--- src/rtl/i2cs_pkg.sv ---
package i2cs_pkg;
  localparam int BYTE_W = 8;
  localparam int PREFIX_W = 5;
  localparam logic [PREFIX_W-1:0] TEN_PREFIX = 5'b11110;

  typedef enum logic [1:0] {
    PH_IDLE,
    PH_ADDR1,
    PH_ADDR2,
    PH_DATA
  } phase_t;
endpackage

--- src/rtl/i2cs_cond_det.sv ---
module i2cs_cond_det (
  input  logic clk,
  input  logic rst,
  input  logic scl_i,
  input  logic sda_i,
  output logic scl_rise,
  output logic scl_fall,
  output logic start_det,
  output logic stop_det
);
  logic scl_q, sda_q;

  always_ff @(posedge clk) begin
    if (rst) begin
      scl_q <= 1'b1;
      sda_q <= 1'b1;
    end else begin
      scl_q <= scl_i;
      sda_q <= sda_i;
    end
  end

  always_comb begin
    scl_rise  = scl_i & ~scl_q;
    scl_fall  = ~scl_i & scl_q;
    start_det = scl_i & scl_q & sda_q & ~sda_i;
    stop_det  = scl_i & scl_q & ~sda_q & sda_i;
  end
endmodule

--- src/rtl/i2cs_addr_match.sv ---
module i2cs_addr_match
  import i2cs_pkg::*;
(
  input  phase_t            phase,
  input  logic              ten_bit,
  input  logic [BYTE_W-1:0] shift_q,
  input  logic [BYTE_W-1:0] addr_q,
  output logic              hit
);
  logic wr_ok, upper_eq, prefix_ok, full_eq;

  always_comb begin
    wr_ok     = ~shift_q[0];
    upper_eq  = (shift_q[BYTE_W-1:1] == addr_q[BYTE_W-1:1]);
    prefix_ok = (shift_q[BYTE_W-1:BYTE_W-PREFIX_W] == TEN_PREFIX);
    full_eq   = (shift_q == addr_q);
    hit       = 1'b0;
    case (phase)
      PH_ADDR1: hit = wr_ok & upper_eq & (prefix_ok | ~ten_bit);
      PH_ADDR2: hit = full_eq;
      PH_DATA:  hit = 1'b1;
      default:  hit = 1'b0;
    endcase
  end
endmodule

--- src/rtl/i2cs_host_regs.sv ---
module i2cs_host_regs
  import i2cs_pkg::*;
(
  input  logic              clk,
  input  logic              rst,
  input  logic              addr_we,
  input  logic [BYTE_W-1:0] addr_wdata,
  input  logic              buf_rd,
  input  logic              irq_clr,
  input  logic              ovf_clr,
  input  logic              ev_load,
  input  logic [BYTE_W-1:0] load_data,
  input  logic              ev_ovf,
  input  logic              ev_irq,
  input  logic              ev_upd,
  output logic [BYTE_W-1:0] addr_q,
  output logic [BYTE_W-1:0] rx_data,
  output logic              buf_full,
  output logic              overflow,
  output logic              irq,
  output logic              upd_addr
);
  always_ff @(posedge clk) begin
    if (rst) begin
      addr_q   <= '0;
      rx_data  <= '0;
      buf_full <= 1'b0;
      overflow <= 1'b0;
      irq      <= 1'b0;
      upd_addr <= 1'b0;
    end else begin
      if (addr_we) addr_q <= addr_wdata;
      if (ev_load) rx_data <= load_data;

      if (ev_load)     buf_full <= 1'b1;
      else if (buf_rd) buf_full <= 1'b0;

      if (ev_ovf)       overflow <= 1'b1;
      else if (ovf_clr) overflow <= 1'b0;

      if (ev_irq)       irq <= 1'b1;
      else if (irq_clr) irq <= 1'b0;

      if (ev_upd)       upd_addr <= 1'b1;
      else if (addr_we) upd_addr <= 1'b0;
    end
  end

  // overflow holds until its own clear strobe
  a_r7_ovf_sticky: assert property (@(posedge clk) disable iff (rst)
    overflow && !ovf_clr |=> overflow);

  // interrupt flag holds until cleared
  a_r5_irq_hold: assert property (@(posedge clk) disable iff (rst)
    irq && !irq_clr |=> irq);

  // an accepted byte lands in the buffer and marks it full
  a_r2_load_visible: assert property (@(posedge clk) disable iff (rst)
    ev_load |=> buf_full && (rx_data == $past(load_data)));

  // a full buffer is never overwritten
  a_r6_no_overwrite: assert property (@(posedge clk) disable iff (rst)
    buf_full |=> $stable(rx_data));

  // an address write clears the update request
  a_r10_upd_clear: assert property (@(posedge clk) disable iff (rst)
    addr_we && !ev_upd |=> !upd_addr);
endmodule

--- src/rtl/i2cs_rx_fsm.sv ---
module i2cs_rx_fsm
  import i2cs_pkg::*;
(
  input  logic              clk,
  input  logic              rst,
  input  logic              en,
  input  logic              ten_bit,
  input  logic              sda_i,
  input  logic              scl_rise,
  input  logic              scl_fall,
  input  logic              start_det,
  input  logic              stop_det,
  input  logic              hit,
  input  logic              bf_i,
  input  logic              ovf_i,
  input  logic              addr_wr,
  output phase_t            phase,
  output logic [BYTE_W-1:0] shift_q,
  output logic              sda_oe,
  output logic              scl_oe,
  output logic              ev_load,
  output logic              ev_ovf,
  output logic              ev_irq,
  output logic              ev_upd
);
  localparam int CNT_W = $clog2(BYTE_W + 2);
  localparam logic [CNT_W-1:0] LAST_BIT = CNT_W'(BYTE_W);
  localparam logic [CNT_W-1:0] ACK_BIT  = CNT_W'(BYTE_W + 1);

  logic [CNT_W-1:0] bit_cnt;
  logic             ack_pend;
  logic             irq_pend;
  logic             at_8th, at_9th, accept, addr_phase;

  always_comb begin
    at_8th     = scl_fall && (bit_cnt == LAST_BIT) && (phase != PH_IDLE);
    at_9th     = scl_fall && (bit_cnt == ACK_BIT) && (phase != PH_IDLE);
    accept     = at_8th && hit && !bf_i && !ovf_i;
    addr_phase = (phase == PH_ADDR1) || (phase == PH_ADDR2);
    ev_load    = accept;
    ev_ovf     = at_8th && hit && bf_i && !ovf_i;
    ev_irq     = at_9th && irq_pend;
    ev_upd     = at_9th && ack_pend && ten_bit && addr_phase;
  end

  always_ff @(posedge clk) begin
    if (rst || !en) begin
      phase    <= PH_IDLE;
      bit_cnt  <= '0;
      shift_q  <= '0;
      sda_oe   <= 1'b0;
      scl_oe   <= 1'b0;
      ack_pend <= 1'b0;
      irq_pend <= 1'b0;
    end else begin
      if (start_det || stop_det) begin
        phase    <= start_det ? PH_ADDR1 : PH_IDLE;
        bit_cnt  <= '0;
        sda_oe   <= 1'b0;
        scl_oe   <= 1'b0;
        ack_pend <= 1'b0;
        irq_pend <= 1'b0;
      end else if (phase != PH_IDLE) begin
        if (scl_rise && (bit_cnt < LAST_BIT)) begin
          shift_q <= {shift_q[BYTE_W-2:0], sda_i};
          bit_cnt <= bit_cnt + CNT_W'(1);
        end
        if (at_8th) begin
          bit_cnt  <= ACK_BIT;
          irq_pend <= hit;
          ack_pend <= accept;
          sda_oe   <= accept;
          if (!hit) phase <= PH_IDLE;
        end
        if (at_9th) begin
          bit_cnt  <= '0;
          sda_oe   <= 1'b0;
          irq_pend <= 1'b0;
          ack_pend <= 1'b0;
          if (!ack_pend) begin
            phase <= PH_IDLE;
          end else if (phase == PH_ADDR1) begin
            phase  <= ten_bit ? PH_ADDR2 : PH_DATA;
            scl_oe <= ten_bit;
          end else if (phase == PH_ADDR2) begin
            phase  <= PH_DATA;
            scl_oe <= 1'b1;
          end else begin
            phase <= PH_DATA;
          end
        end
      end
      if (addr_wr) scl_oe <= 1'b0;
    end
  end

  // ACK is only granted when the host flags were both clear
  a_r6_ack_needs_free: assert property (@(posedge clk) disable iff (rst || !en)
    $rose(sda_oe) |-> $past(!bf_i && !ovf_i));

  // SDA drive changes only after an SCL fall, a bus condition or disable
  a_r3_sda_at_scl_low: assert property (@(posedge clk) disable iff (rst)
    !$stable(sda_oe) |-> $past(scl_fall || start_det || stop_det || !en));

  // an address write releases the stretched clock
  a_r10_release: assert property (@(posedge clk) disable iff (rst || !en)
    scl_oe && addr_wr |=> !scl_oe);

  // STOP puts the engine back to idle with the bus released
  a_r12_stop_idle: assert property (@(posedge clk) disable iff (rst || !en)
    stop_det |=> (phase == PH_IDLE) && !sda_oe && !scl_oe);

  // nothing is driven while idle
  a_r4_idle_quiet: assert property (@(posedge clk) disable iff (rst || !en)
    (phase == PH_IDLE) |-> !sda_oe && !scl_oe);
endmodule

--- src/rtl/i2c_slave_rx.sv ---
module i2c_slave_rx
  import i2cs_pkg::*;
(
  input  logic              clk,
  input  logic              rst,
  input  logic              en,
  input  logic              ten_bit,
  input  logic              scl_i,
  input  logic              sda_i,
  output logic              scl_oe,
  output logic              sda_oe,
  input  logic              addr_we,
  input  logic [BYTE_W-1:0] addr_wdata,
  input  logic              buf_rd,
  input  logic              irq_clr,
  input  logic              ovf_clr,
  output logic [BYTE_W-1:0] rx_data,
  output logic              buf_full,
  output logic              overflow,
  output logic              irq,
  output logic              upd_addr
);
  logic              scl_rise, scl_fall, start_det, stop_det;
  logic              hit;
  logic              ev_load, ev_ovf, ev_irq, ev_upd;
  logic [BYTE_W-1:0] shift_q, addr_q;
  phase_t            phase;

  i2cs_cond_det u_cond (
    .clk       (clk),
    .rst       (rst),
    .scl_i     (scl_i),
    .sda_i     (sda_i),
    .scl_rise  (scl_rise),
    .scl_fall  (scl_fall),
    .start_det (start_det),
    .stop_det  (stop_det)
  );

  i2cs_addr_match u_match (
    .phase   (phase),
    .ten_bit (ten_bit),
    .shift_q (shift_q),
    .addr_q  (addr_q),
    .hit     (hit)
  );

  i2cs_rx_fsm u_fsm (
    .clk       (clk),
    .rst       (rst),
    .en        (en),
    .ten_bit   (ten_bit),
    .sda_i     (sda_i),
    .scl_rise  (scl_rise),
    .scl_fall  (scl_fall),
    .start_det (start_det),
    .stop_det  (stop_det),
    .hit       (hit),
    .bf_i      (buf_full),
    .ovf_i     (overflow),
    .addr_wr   (addr_we),
    .phase     (phase),
    .shift_q   (shift_q),
    .sda_oe    (sda_oe),
    .scl_oe    (scl_oe),
    .ev_load   (ev_load),
    .ev_ovf    (ev_ovf),
    .ev_irq    (ev_irq),
    .ev_upd    (ev_upd)
  );

  i2cs_host_regs u_regs (
    .clk        (clk),
    .rst        (rst),
    .addr_we    (addr_we),
    .addr_wdata (addr_wdata),
    .buf_rd     (buf_rd),
    .irq_clr    (irq_clr),
    .ovf_clr    (ovf_clr),
    .ev_load    (ev_load),
    .load_data  (shift_q),
    .ev_ovf     (ev_ovf),
    .ev_irq     (ev_irq),
    .ev_upd     (ev_upd),
    .addr_q     (addr_q),
    .rx_data    (rx_data),
    .buf_full   (buf_full),
    .overflow   (overflow),
    .irq        (irq),
    .upd_addr   (upd_addr)
  );
endmodule

--- config.mk ---
export PLATFORM = sky130hd
export DESIGN_NAME = i2c_slave_rx
export DESIGN_NICKNAME = d
export VERILOG_FILES = /design/src/rtl/i2cs_pkg.sv /design/src/rtl/i2cs_cond_det.sv /design/src/rtl/i2cs_addr_match.sv /design/src/rtl/i2cs_host_regs.sv /design/src/rtl/i2cs_rx_fsm.sv /design/src/rtl/i2c_slave_rx.sv
export SDC_FILE = /design/constraint.sdc
export NUM_CORES = 1
export LEC_CHECK = 0
export ABC_AREA = 0
export BUFFER_PORTS_ARGS = -buffer_cell sky130_fd_sc_hd__buf_2
export CAP_MARGIN = 30
export CORE_MARGIN = 3
export CORE_UTILIZATION = 54
export DETAILED_ROUTE_END_ITERATION = 10
export HOLD_SLACK_MARGIN = 0.15
export PLACE_DENSITY = 0.78
export SYNTH_ARGS = -nofsm -noshare
export SYNTH_HDL_FRONTEND = slang
export SYNTH_SLANG_ARGS = --single-unit
--- constraint.sdc ---
create_clock -name clk -period 2.65 [get_ports clk]
set_input_delay 0.1325 -clock clk [delete_from_list [all_inputs] [get_ports clk]]
set_output_delay 0.1325 -clock clk [all_outputs]
set_load 0.02 [all_outputs]
==> flow_metrics.tcl, run 1 <==
set metrics [dict create \
    status "completed" \
    required_ps 2920 \
    firstDrtPassIters 4 \
    power_frac_seq 0.620 \
    antenna_found_initial 0 \
    io_buffers 31 \
    ant_nets 0 \
    p_leak_nw 0.900 \
    yosysTopAreaCell "dfxtp_1" \
    start_kind "flip-flop" \
    crit_chain "inv_1 -> ha_1 -> nor2b_1 -> o31ai_1 -> a211oi_2 -> o21ai_1 -> mux2i_1" \
    fmax_mhz 418 \
    placeableCoreArea_sq_um 3100 \
    clkPwrFrac 0.298 \
    io-pin-count 32 \
    num_antenna_cells 0 \
    clock-sinks 39 \
    drive_above_1_share 0.200 \
    grt_setup_unrepaired "false" \
    hold_violations 0 \
    die_x_microns 63.4 \
    synthArstFlopShare 0 \
    worstPathArrival_ps 2660 \
    yosysTopAreaCellShare 0.439 \
    grt_pass1_wl_microns 6600 \
    period_share 0.902 \
    die_area_sq_um 4010 \
    die_y_microns 63.4 \
    netlist_area_sq_um 1780 \
    slew_violations 0 \
    dp.cells 256 \
    cts_root_buffer "clkbuf_4" \
    met1_usage 0.256 \
    swShare 0.235 \
    synth.most_common_cell "dfxtp_1" \
    htreeDepth 2 \
    clock-skew-final_ps 5.34 \
    drt_iter0_drc 72 \
    grt_util_met3 0.0588 \
    cp_slowest_stage_delay_ps 760 \
    p_comb_frac 0.083 \
    period_minus_slack_ps 2390 \
    dp_slack_ps 268 \
    first_global_vias 1424 \
    met2_usage 0.352 \
    synthCells 189 \
    fin_nets 259 \
    synth_edf_count 0 \
    ys_seq_area_frac 0.439 \
    synth_fp_nets 214 \
    synth.distinct_cells 35 \
    path_max_fanout 10 \
    critPathKind "flip-flop to flip-flop" \
    ys_warn_count 0 \
    routed-via-count 1464 \
    cts_tree "done" \
    post-route-drc-count 0 \
    finalSetupViolCount 0 \
    wl_per_cell_microns 14.0 \
    ctsLongestPathBuffers 2 \
    cap_viol_max_count 0 \
    initial_core_util 0.573 \
    worst_slack_ps 259 \
    ir_drop_mv 0.390 \
    utilization 0.693 \
    fin_cells 279 \
    cts_resized 0 \
    syn2layout_area_growth_pct 21.1 \
    yosys-top-cells-count "dfxtp_1 (39), nand2_1 (20), mux2i_1 (17)" \
    syn_area_per_cell_sq_um 9.40 \
    crit_path_end_kind "flip-flop" \
    ys_ff_latch 39 \
    grtUsageTotal 0.212 \
    p_per_area_nw_per_um2 452 \
    internal-power_mw 0.744 \
    relSlewSlack 0.355 \
    top_usage_layer "met2" \
    clk_pin_slew_worst_paths_ps 110 \
    slowest_stage "o21ai_1" \
    grt_max_degree 32 \
    hold_class "primary input to flip-flop" \
    rows 20 \
    totalWireLength_microns 3910 \
    p_sw_mw 0.229 \
    cts_buffers 5 \
    gp_congestion 0.806 \
    ys_top_cells_by_area "dfxtp_1 (44%), mux2i_1 (9.6%), nand2b_1 (5.6%)" \
    routed_via_density 5.25 \
    ys.flop_type "dfxtp_1" \
    insertion_delay_ps 340 \
    setup_tns_ps 0 \
    worst_slew_pin_slew_ps 962 \
    dpl.hpwl_microns 2740 \
    gr-total-overflow 0 \
]
area by class of cell:
class,instances,area (sq um)
fill,257,952
tap,44,55.1
clock inverter,1,5.00
timing repair buffer,47,313
multi-input combinational,136,933
inverter,5,18.8
sequential,39,781
clock buffer,7,45.0
metrics by stage:
| step | hold WS, ps | total power, mW | area [sq um] |
|---|---|---|---|
| finish | 211 | 0.973 | 2150 |
| global route | 219 | 1.01 | 2150 |
| global placement | 367 | 0.676 | 1950 |
| CTS | 195 | 0.981 | 2150 |
| floorplan | 239 | 0.656 | 1780 |
| detailed placement | 377 | 0.680 | 1950 |
path summary, 6_finish.rpt:
| check | from | to | slack (ps) | cells past startpoint |
|---|---|---|---|---|
| setup / recovery | u_fsm.phase[1]$_SDFFE_PP0P_ | u_regs.rx_data[0]$_SDFFE_PP0P_ | 260 | 7 |
| hold / removal | rst | u_regs.addr_q[2]$_SDFFE_PP0P_ | 210 | 2 |
| setup reg to reg | u_fsm.phase[1]$_SDFFE_PP0P_ | u_regs.rx_data[0]$_SDFFE_PP0P_ | 260 | 7 |
| hold reg to reg | u_regs.rx_data[4]$_SDFFE_PP0P_ | u_regs.rx_data[4]$_SDFFE_PP0P_ | 480 | 2 |
power by group through the flow:
stage                     combinational (mW)  clock, mW  sequential (mW)
after floorplan                       0.0423          0            0.614
after global placement                0.0601          0            0.615
after detailed placement              0.0632          0            0.616
after CTS                             0.0797      0.298            0.603
after global routing                  0.0887      0.321            0.605
final                                 0.0805      0.290            0.603
layer usage:
metal  share of wire  vias up  wire length (microns)
met5               0        -                      0
met4           0.016        0                     62
met3           0.057        4                    223
met2            0.47       52                   1840
met1            0.46      677                   1780
li1                -      731                      -
timing repair:
item / CTS / global route
setup buffers: 0 / 0
hold buffers: 15 / 0
hold endpoints to repair: 16 / 0
critical path: cells and delay by family, from the launching register on:
family,cells,cell delay (ps)
compound gates,3,1190
fa+ha+maj,1,210
buf+inv,1,90
flops,1,380
mux,1,270
simple gates,1,170
kinds of logic after synthesis:
kind of cell / count (synthesis) / share of synthesized area
xor+xnor: 10 / 0.0493
flops: 39 / 0.439
fa+ha+maj: 7 / 0.0493
compound gates: 27 / 0.103
simple gates: 75 / 0.228
mux: 17 / 0.0958
buf+inv: 14 / 0.0352
cell usage in the layout, fill, tap and decap left out, types with 2 or more instances in the layout:
master         synthesis  final
buf_2                  2     31
clkbuf_4               0      5
nand3_1                2      2
nor2_1                15     15
a21oi_1               15     15
nand4_1                2      2
dlygate4sd3_1          0     15
o32ai_1                2      2
xor2_1                 2      2
ha_1                   7      7
dfxtp_1               39     39
clkbuf_1               6      2
nand2b_1              16     16
nand2_1               20     20
or2b_1                 3      3
nor2b_1                4      4
mux2i_1               17     17
and3_1                 2      2
or2_2                  3      3
inv_1                  5      5
nor3_1                 3      3
a41oi_1                2      2
xnor2_1                8      8
sequential cells by signal, summed over array words and instances, names as in the netlist, 2 cells and up:
| name | flops |
|---|---|
| u_fsm.phase | 2 |
| u_regs.rx_data | 8 |
| u_regs.addr_q | 8 |
| u_fsm.shift_q | 8 |
| u_fsm.bit_cnt | 4 |
Power figures use the tool's default switching activity.
==> run 2: changes to the inputs <==
PLACE_DENSITY = 0.77   (was 0.78)
==> flow_metrics.tcl, run 2 (same netlist as run 1, synthesis figures left out) <==
set metrics [dict create \
    status "completed" \
    p_comb_frac 0.083 \
    clkPwrFrac 0.306 \
    route.met3.wl_microns 233 \
    cts_tree "done" \
    utilization 0.696 \
    cts_root_buffer "clkbuf_4" \
    relSlewSlack 0.351 \
    top_layer_used "met4" \
    grt_max_degree 32 \
    grt_setup_unrepaired "false" \
    rows 20 \
    p_sw_mw 0.245 \
    worstPathArrival_ps 2670 \
    insertion_delay_ps 350 \
    clk_pin_slew_worst_paths_ps 110 \
    hold_class "primary input to flip-flop" \
    hold_buffers 15 \
    wl_met2_microns 1960 \
    top_regs "u_fsm.shift_q: 8 flops, u_regs.addr_q: 8 flops, u_regs.rx_data: 8 flops" \
    final_common_cell "dfxtp_1" \
    htreeDepth 2 \
    cts_buffers 5 \
    reg2reg_slack_ps 260 \
    slew_violations 0 \
    crit_path_end_kind "flip-flop" \
    firstDrtPassIters 4 \
    totalWireLength_microns 3980 \
    routed_via_density 5.44 \
    crit_buf_inv 1 \
    power_frac_seq 0.611 \
    cap_viol_max_count 0 \
    slowest_stage "o21ai_1" \
    final_cell_mix "dfxtp_1 (39), buf_2 (31), nand2_1 (20), mux2i_1 (17), nand2b_1 (16)" \
    cts_setup_buffers 0 \
    crit_chain "inv_1 -> ha_1 -> nor2b_1 -> o31ai_1 -> a211oi_2 -> o21ai_1 -> mux2i_1" \
    clock-sinks 39 \
    cp_top_family "compound AO/OA/AOI/OAI gates" \
    dpl.hpwl_microns 2880 \
    period_minus_slack_ps 2390 \
    worstReg2RegEnd "u_regs.rx_data[0]$_SDFFE_PP0P_" \
    drt_iter0_drc 102 \
    start_kind "flip-flop" \
    die_area_sq_um 4010 \
    finalSetupViolCount 0 \
    drive_above_1_share 0.209 \
    post-route-drc-count 0 \
    gr-total-overflow 0 \
    cp_num_cells 7 \
    grtUsageTotal 0.214 \
    rr_worst_depth 7 \
    required_ps 2920 \
    antenna_found_initial 0 \
    routed-via-count 1518 \
    placeableCoreArea_sq_um 3100 \
    fin_nets 259 \
    setup_tns_ps 0 \
    gp_congestion 0.845 \
    p_leak_nw 0.898 \
    internal-power_mw 0.742 \
    io_buffers 31 \
    cts_resized 0 \
    num_antenna_cells 0 \
    r2r_start "u_fsm.phase[1]$_SDFFE_PP0P_" \
    syn2layout_area_growth_pct 21.5 \
    io-pin-count 32 \
    critPathKind "flip-flop to flip-flop" \
    wl_met1_microns 1750 \
    p_per_area_nw_per_um2 457 \
    ant_nets 0 \
    swShare 0.248 \
    die_y_microns 63.4 \
    period_share 0.904 \
    wl_per_cell_microns 14.3 \
    path_max_fanout 10 \
    cp_slowest_stage_delay_ps 770 \
    worst_slew_pin_slew_ps 967 \
    fmax_mhz 418 \
    grt_pass1_wl_microns 6710 \
    clock-skew-final_ps 14.3 \
    crit_start "u_fsm.phase[1]$_SDFFE_PP0P_" \
    first_global_vias 1468 \
    ctsLongestPathBuffers 2 \
    initial_core_util 0.573 \
    hold_violations 0 \
    die_x_microns 63.4 \
    ir_drop_mv 0.341 \
    crit_end "u_regs.rx_data[0]$_SDFFE_PP0P_" \
]
==> run 2: layer usage <==
metal  vias to the layer above  track usage
li1                        734            -
met1                       718        0.256
met2                        59        0.356
met3                         7       0.0784
met4                         0       0.0647
met5                         -            0
==> run 2: worst reg2reg max path, delay by kind of cell (launching register included) <==
family | cells | cell delay (ps)
flops | 1 | 380
fa+ha+maj | 1 | 220
buf+inv | 1 | 90
mux | 1 | 280
compound gates | 3 | 1190
simple gates | 1 | 170
==> run 2: power groups by stage <==
stage	clock, mW	combinational [mW]	sequential [mW]
global placement	0	0.0601	0.616
detailed placement	0	0.0641	0.617
CTS	0.307	0.0812	0.603
global route	0.344	0.0896	0.605
finish	0.302	0.0821	0.603
floorplan	0	0.0423	0.614
==> run 2: worst min path at each step <==
stage | slack (ps) | endpoint | cells past startpoint | start
6_report | 210 | u_regs.addr_q[5]$_SDFFE_PP0P_ | 2 | rst
3_3_place_gp | 370 | u_regs.addr_q[4]$_SDFFE_PP0P_ | 3 | addr_wdata[4]
3_5_place_dp | 380 | u_regs.addr_q[2]$_SDFFE_PP0P_ | 3 | addr_wdata[2]
5_1_grt | 210 | u_regs.addr_q[3]$_SDFFE_PP0P_ | 2 | rst
2_1_floorplan | 240 | u_cond.scl_q$_SDFF_PP1_ | 1 | scl_i
4_1_cts | 200 | u_regs.addr_q[5]$_SDFFE_PP0P_ | 2 | rst
==> run 2: layout make-up <==
type / instances / area [sq um]
Clock buffer: 5 / 37.5
Tap cell: 44 / 55.1
Fill cell: 255 / 945
Multi-Input combinational cell: 136 / 933
Timing Repair Buffer: 47 / 313
Clock inverter: 3 / 20.0
Inverter: 5 / 18.8
Sequential cell: 39 / 781
==> run 2: per-stage QoR <==
stage	hold slack (ps)	setup slack [ps]	cells	total power, mW	area, sq um
floorplan	239	804	189	0.656	1780
global placement	367	426	256	0.676	1950
detailed placement	378	288	256	0.681	1950
CTS	200	254	279	0.992	2160
global route	210	8.92	279	1.04	2160
finish	206	256	279	0.987	2160
==> run 3: changes to the inputs <==
CORE_UTILIZATION = 35   (was 54)
PLACE_DENSITY = 0.53   (was 0.77)
==> flow_metrics.tcl, run 3 (same netlist as run 1, synthesis figures left out) <==
set metrics [dict create \
    status "completed" \
    gr-total-overflow 0 \
    drive_above_1_share 0.214 \
    fin_nets 258 \
    slowest_stage "dfxtp_1" \
    cap_viol_max_count 0 \
    swShare 0.207 \
    period_share 0.768 \
    clkPwrFrac 0.428 \
    crit_chain "inv_1 -> ha_1 -> nor4b_4 -> nand3_1 -> nor3_1 -> o21ai_1 -> buf_4 -> mux2i_1" \
    hold_class "primary input to flip-flop" \
    relSlewSlack 0.432 \
    start_kind "flip-flop" \
    clk_pin_slew_worst_paths_ps 80 \
    cp_top_family "simple AND/OR/NAND/NOR gates" \
    fmax_mhz 491 \
    holdPathEnd "u_regs.irq$_SDFFE_PP0P_" \
    post-route-drc-count 0 \
    cp_slowest_stage_delay_ps 370 \
    cts_root_buffer "clkbuf_8" \
    reg2reg_slack_ps 620 \
    ir_drop_mv 0.273 \
    rr_worst_depth 8 \
    die_area_sq_um 5970 \
    cts_buffers 5 \
    setup_tns_ps 0 \
    grt_max_degree 32 \
    routed_via_density 4.60 \
    ant_nets 0 \
    worst_slew_pin_slew_ps 841 \
    antenna_found_initial 0 \
    finalSetupViolCount 0 \
    die_x_microns 77.3 \
    path_max_fanout 8 \
    r2r_start "u_fsm.phase[0]$_SDFFE_PP0P_" \
    critPathKind "flip-flop to flip-flop" \
    placeableCoreArea_sq_um 4820 \
    first_global_vias 1338 \
    worstPathArrival_ps 2220 \
    power_frac_seq 0.506 \
    dpl.hpwl_microns 2620 \
    crit_buf_inv 2 \
    period_minus_slack_ps 2030 \
    final_common_cell "dfxtp_1" \
    grt_pass1_wl_microns 6460 \
    firstDrtPassIters 4 \
    final_cell_mix "dfxtp_1 (39), buf_2 (31), nand2_1 (20), mux2i_1 (17), nand2b_1 (16)" \
    top_regs "u_fsm.shift_q: 8 flops, u_regs.addr_q: 8 flops, u_regs.rx_data: 8 flops" \
    dp_slack_ps 608 \
    initial_core_util 0.369 \
    required_ps 2830 \
    clock-sinks 39 \
    fill_cells 484 \
    internal-power_mw 0.943 \
    io-pin-count 32 \
    drt_iter0_drc 64 \
    p_sw_mw 0.246 \
    slew_violations 0 \
    p_leak_nw 0.928 \
    hold_start "irq_clr" \
    rows 25 \
    grt_setup_unrepaired "false" \
    die_y_microns 77.3 \
    cts_tree "done" \
    grtUsageTotal 0.135 \
    syn2layout_area_growth_pct 25.8 \
    num_antenna_cells 0 \
    hold_depth 4 \
    p_comb_frac 0.065 \
    worst_slack_ps 615 \
    worstReg2RegEnd "u_regs.rx_data[6]$_SDFFE_PP0P_" \
    routed-via-count 1385 \
    hold_violations 0 \
    crit_path_end_kind "flip-flop" \
    p_per_area_nw_per_um2 532 \
    totalWireLength_microns 3730 \
    cts_setup_buffers 0 \
    gp_congestion 0.761 \
    insertion_delay_ps 290 \
    clock-skew-final_ps 5.71 \
    htreeDepth 2 \
    ctsLongestPathBuffers 2 \
    wl_per_cell_microns 12.4 \
    io_buffers 31 \
]
[run 3: cell count changes in the layout (fill, tap and decap cells not counted), sizes merged]
cell	previous run	this run
dlygate4sd3	15	13
bufinv	0	1
clkinvlp	2	0
clkbuf	5	6
buf	32	33
[run 3: power groups by stage]
stage	sequential [mW]	clock, mW	combinational, mW
final	0.602	0.509	0.0779
after CTS	0.602	0.526	0.0785
after floorplan	0.614	0	0.0423
after global routing	0.604	0.552	0.0866
after detailed placement	0.616	0	0.0639
after global placement	0.616	0	0.0640
[run 3: worst reg2reg max path, cell delays in order (launching register included)]
cell	delay, ps
dfxtp_1	370
inv_1	90
ha_1	250
nor4b_4	320
nand3_1	260
nor3_1	190
o21ai_1	130
buf_4	200
mux2i_1	130
[run 3: per-layer routing]
layer | global-route usage | part of all wire | vias to the layer above
met5 | 0 | 0 | -
met3 | 0.0423 | 0.059 | 8
met1 | 0.190 | 0.53 | 610
li1 | - | - | 728
met4 | 0.0498 | 0.013 | 0
met2 | 0.190 | 0.40 | 39
[run 3: final cells by class]
| type | count | area [sq um] | share of cell area |
|---|---|---|---|
| multi-input cells | 136 | 933 | 0.418 |
| repair buffers | 46 | 300 | 0.134 |
| inverters | 5 | 18.8 | 0.00840 |
| clock inverters | 2 | 35.0 | 0.0157 |
| clock buffers | 6 | 82.6 | 0.0370 |
| flip-flops and latches | 39 | 781 | 0.349 |
| well taps | 67 | 83.8 | 0.0375 |
[run 3: worst max-delay path by stage]
stage	cells after the start	slack, ps	start	to
2_1_floorplan	7	800	u_fsm.phase[0]$_SDFFE_PP0P_	u_fsm.bit_cnt[1]$_SDFFE_PP0P_
3_3_place_gp	7	300	u_fsm.phase[1]$_SDFFE_PP0P_	u_regs.rx_data[2]$_SDFFE_PP0P_
3_5_place_dp	8	610	u_fsm.phase[0]$_SDFFE_PP0P_	u_regs.rx_data[6]$_SDFFE_PP0P_
4_1_cts	8	600	u_fsm.phase[0]$_SDFFE_PP0P_	u_regs.rx_data[6]$_SDFFE_PP0P_
5_1_grt	8	380	u_fsm.phase[0]$_SDFFE_PP0P_	u_regs.rx_data[3]$_SDFFE_PP0P_
6_report	8	620	u_fsm.phase[0]$_SDFFE_PP0P_	u_regs.rx_data[6]$_SDFFE_PP0P_
[run 3: timing repair]
action,in CTS,in global routing
setup endpoints to repair,0,0
hold endpoints to repair,14,0
hold buffers,13,0
resized for setup,0,0
[run 3: stage by stage]
step,area [sq um],utilization,power (mW),std cells,hold slack [ps]
finish,2230,0.464,1.19,301,191
global route,2230,0.464,1.24,301,207
CTS,2230,0.464,1.21,301,174
detailed placement,1990,0.412,0.680,280,375
global placement,1980,0.411,0.680,279,364
floorplan,1780,-,0.656,189,239
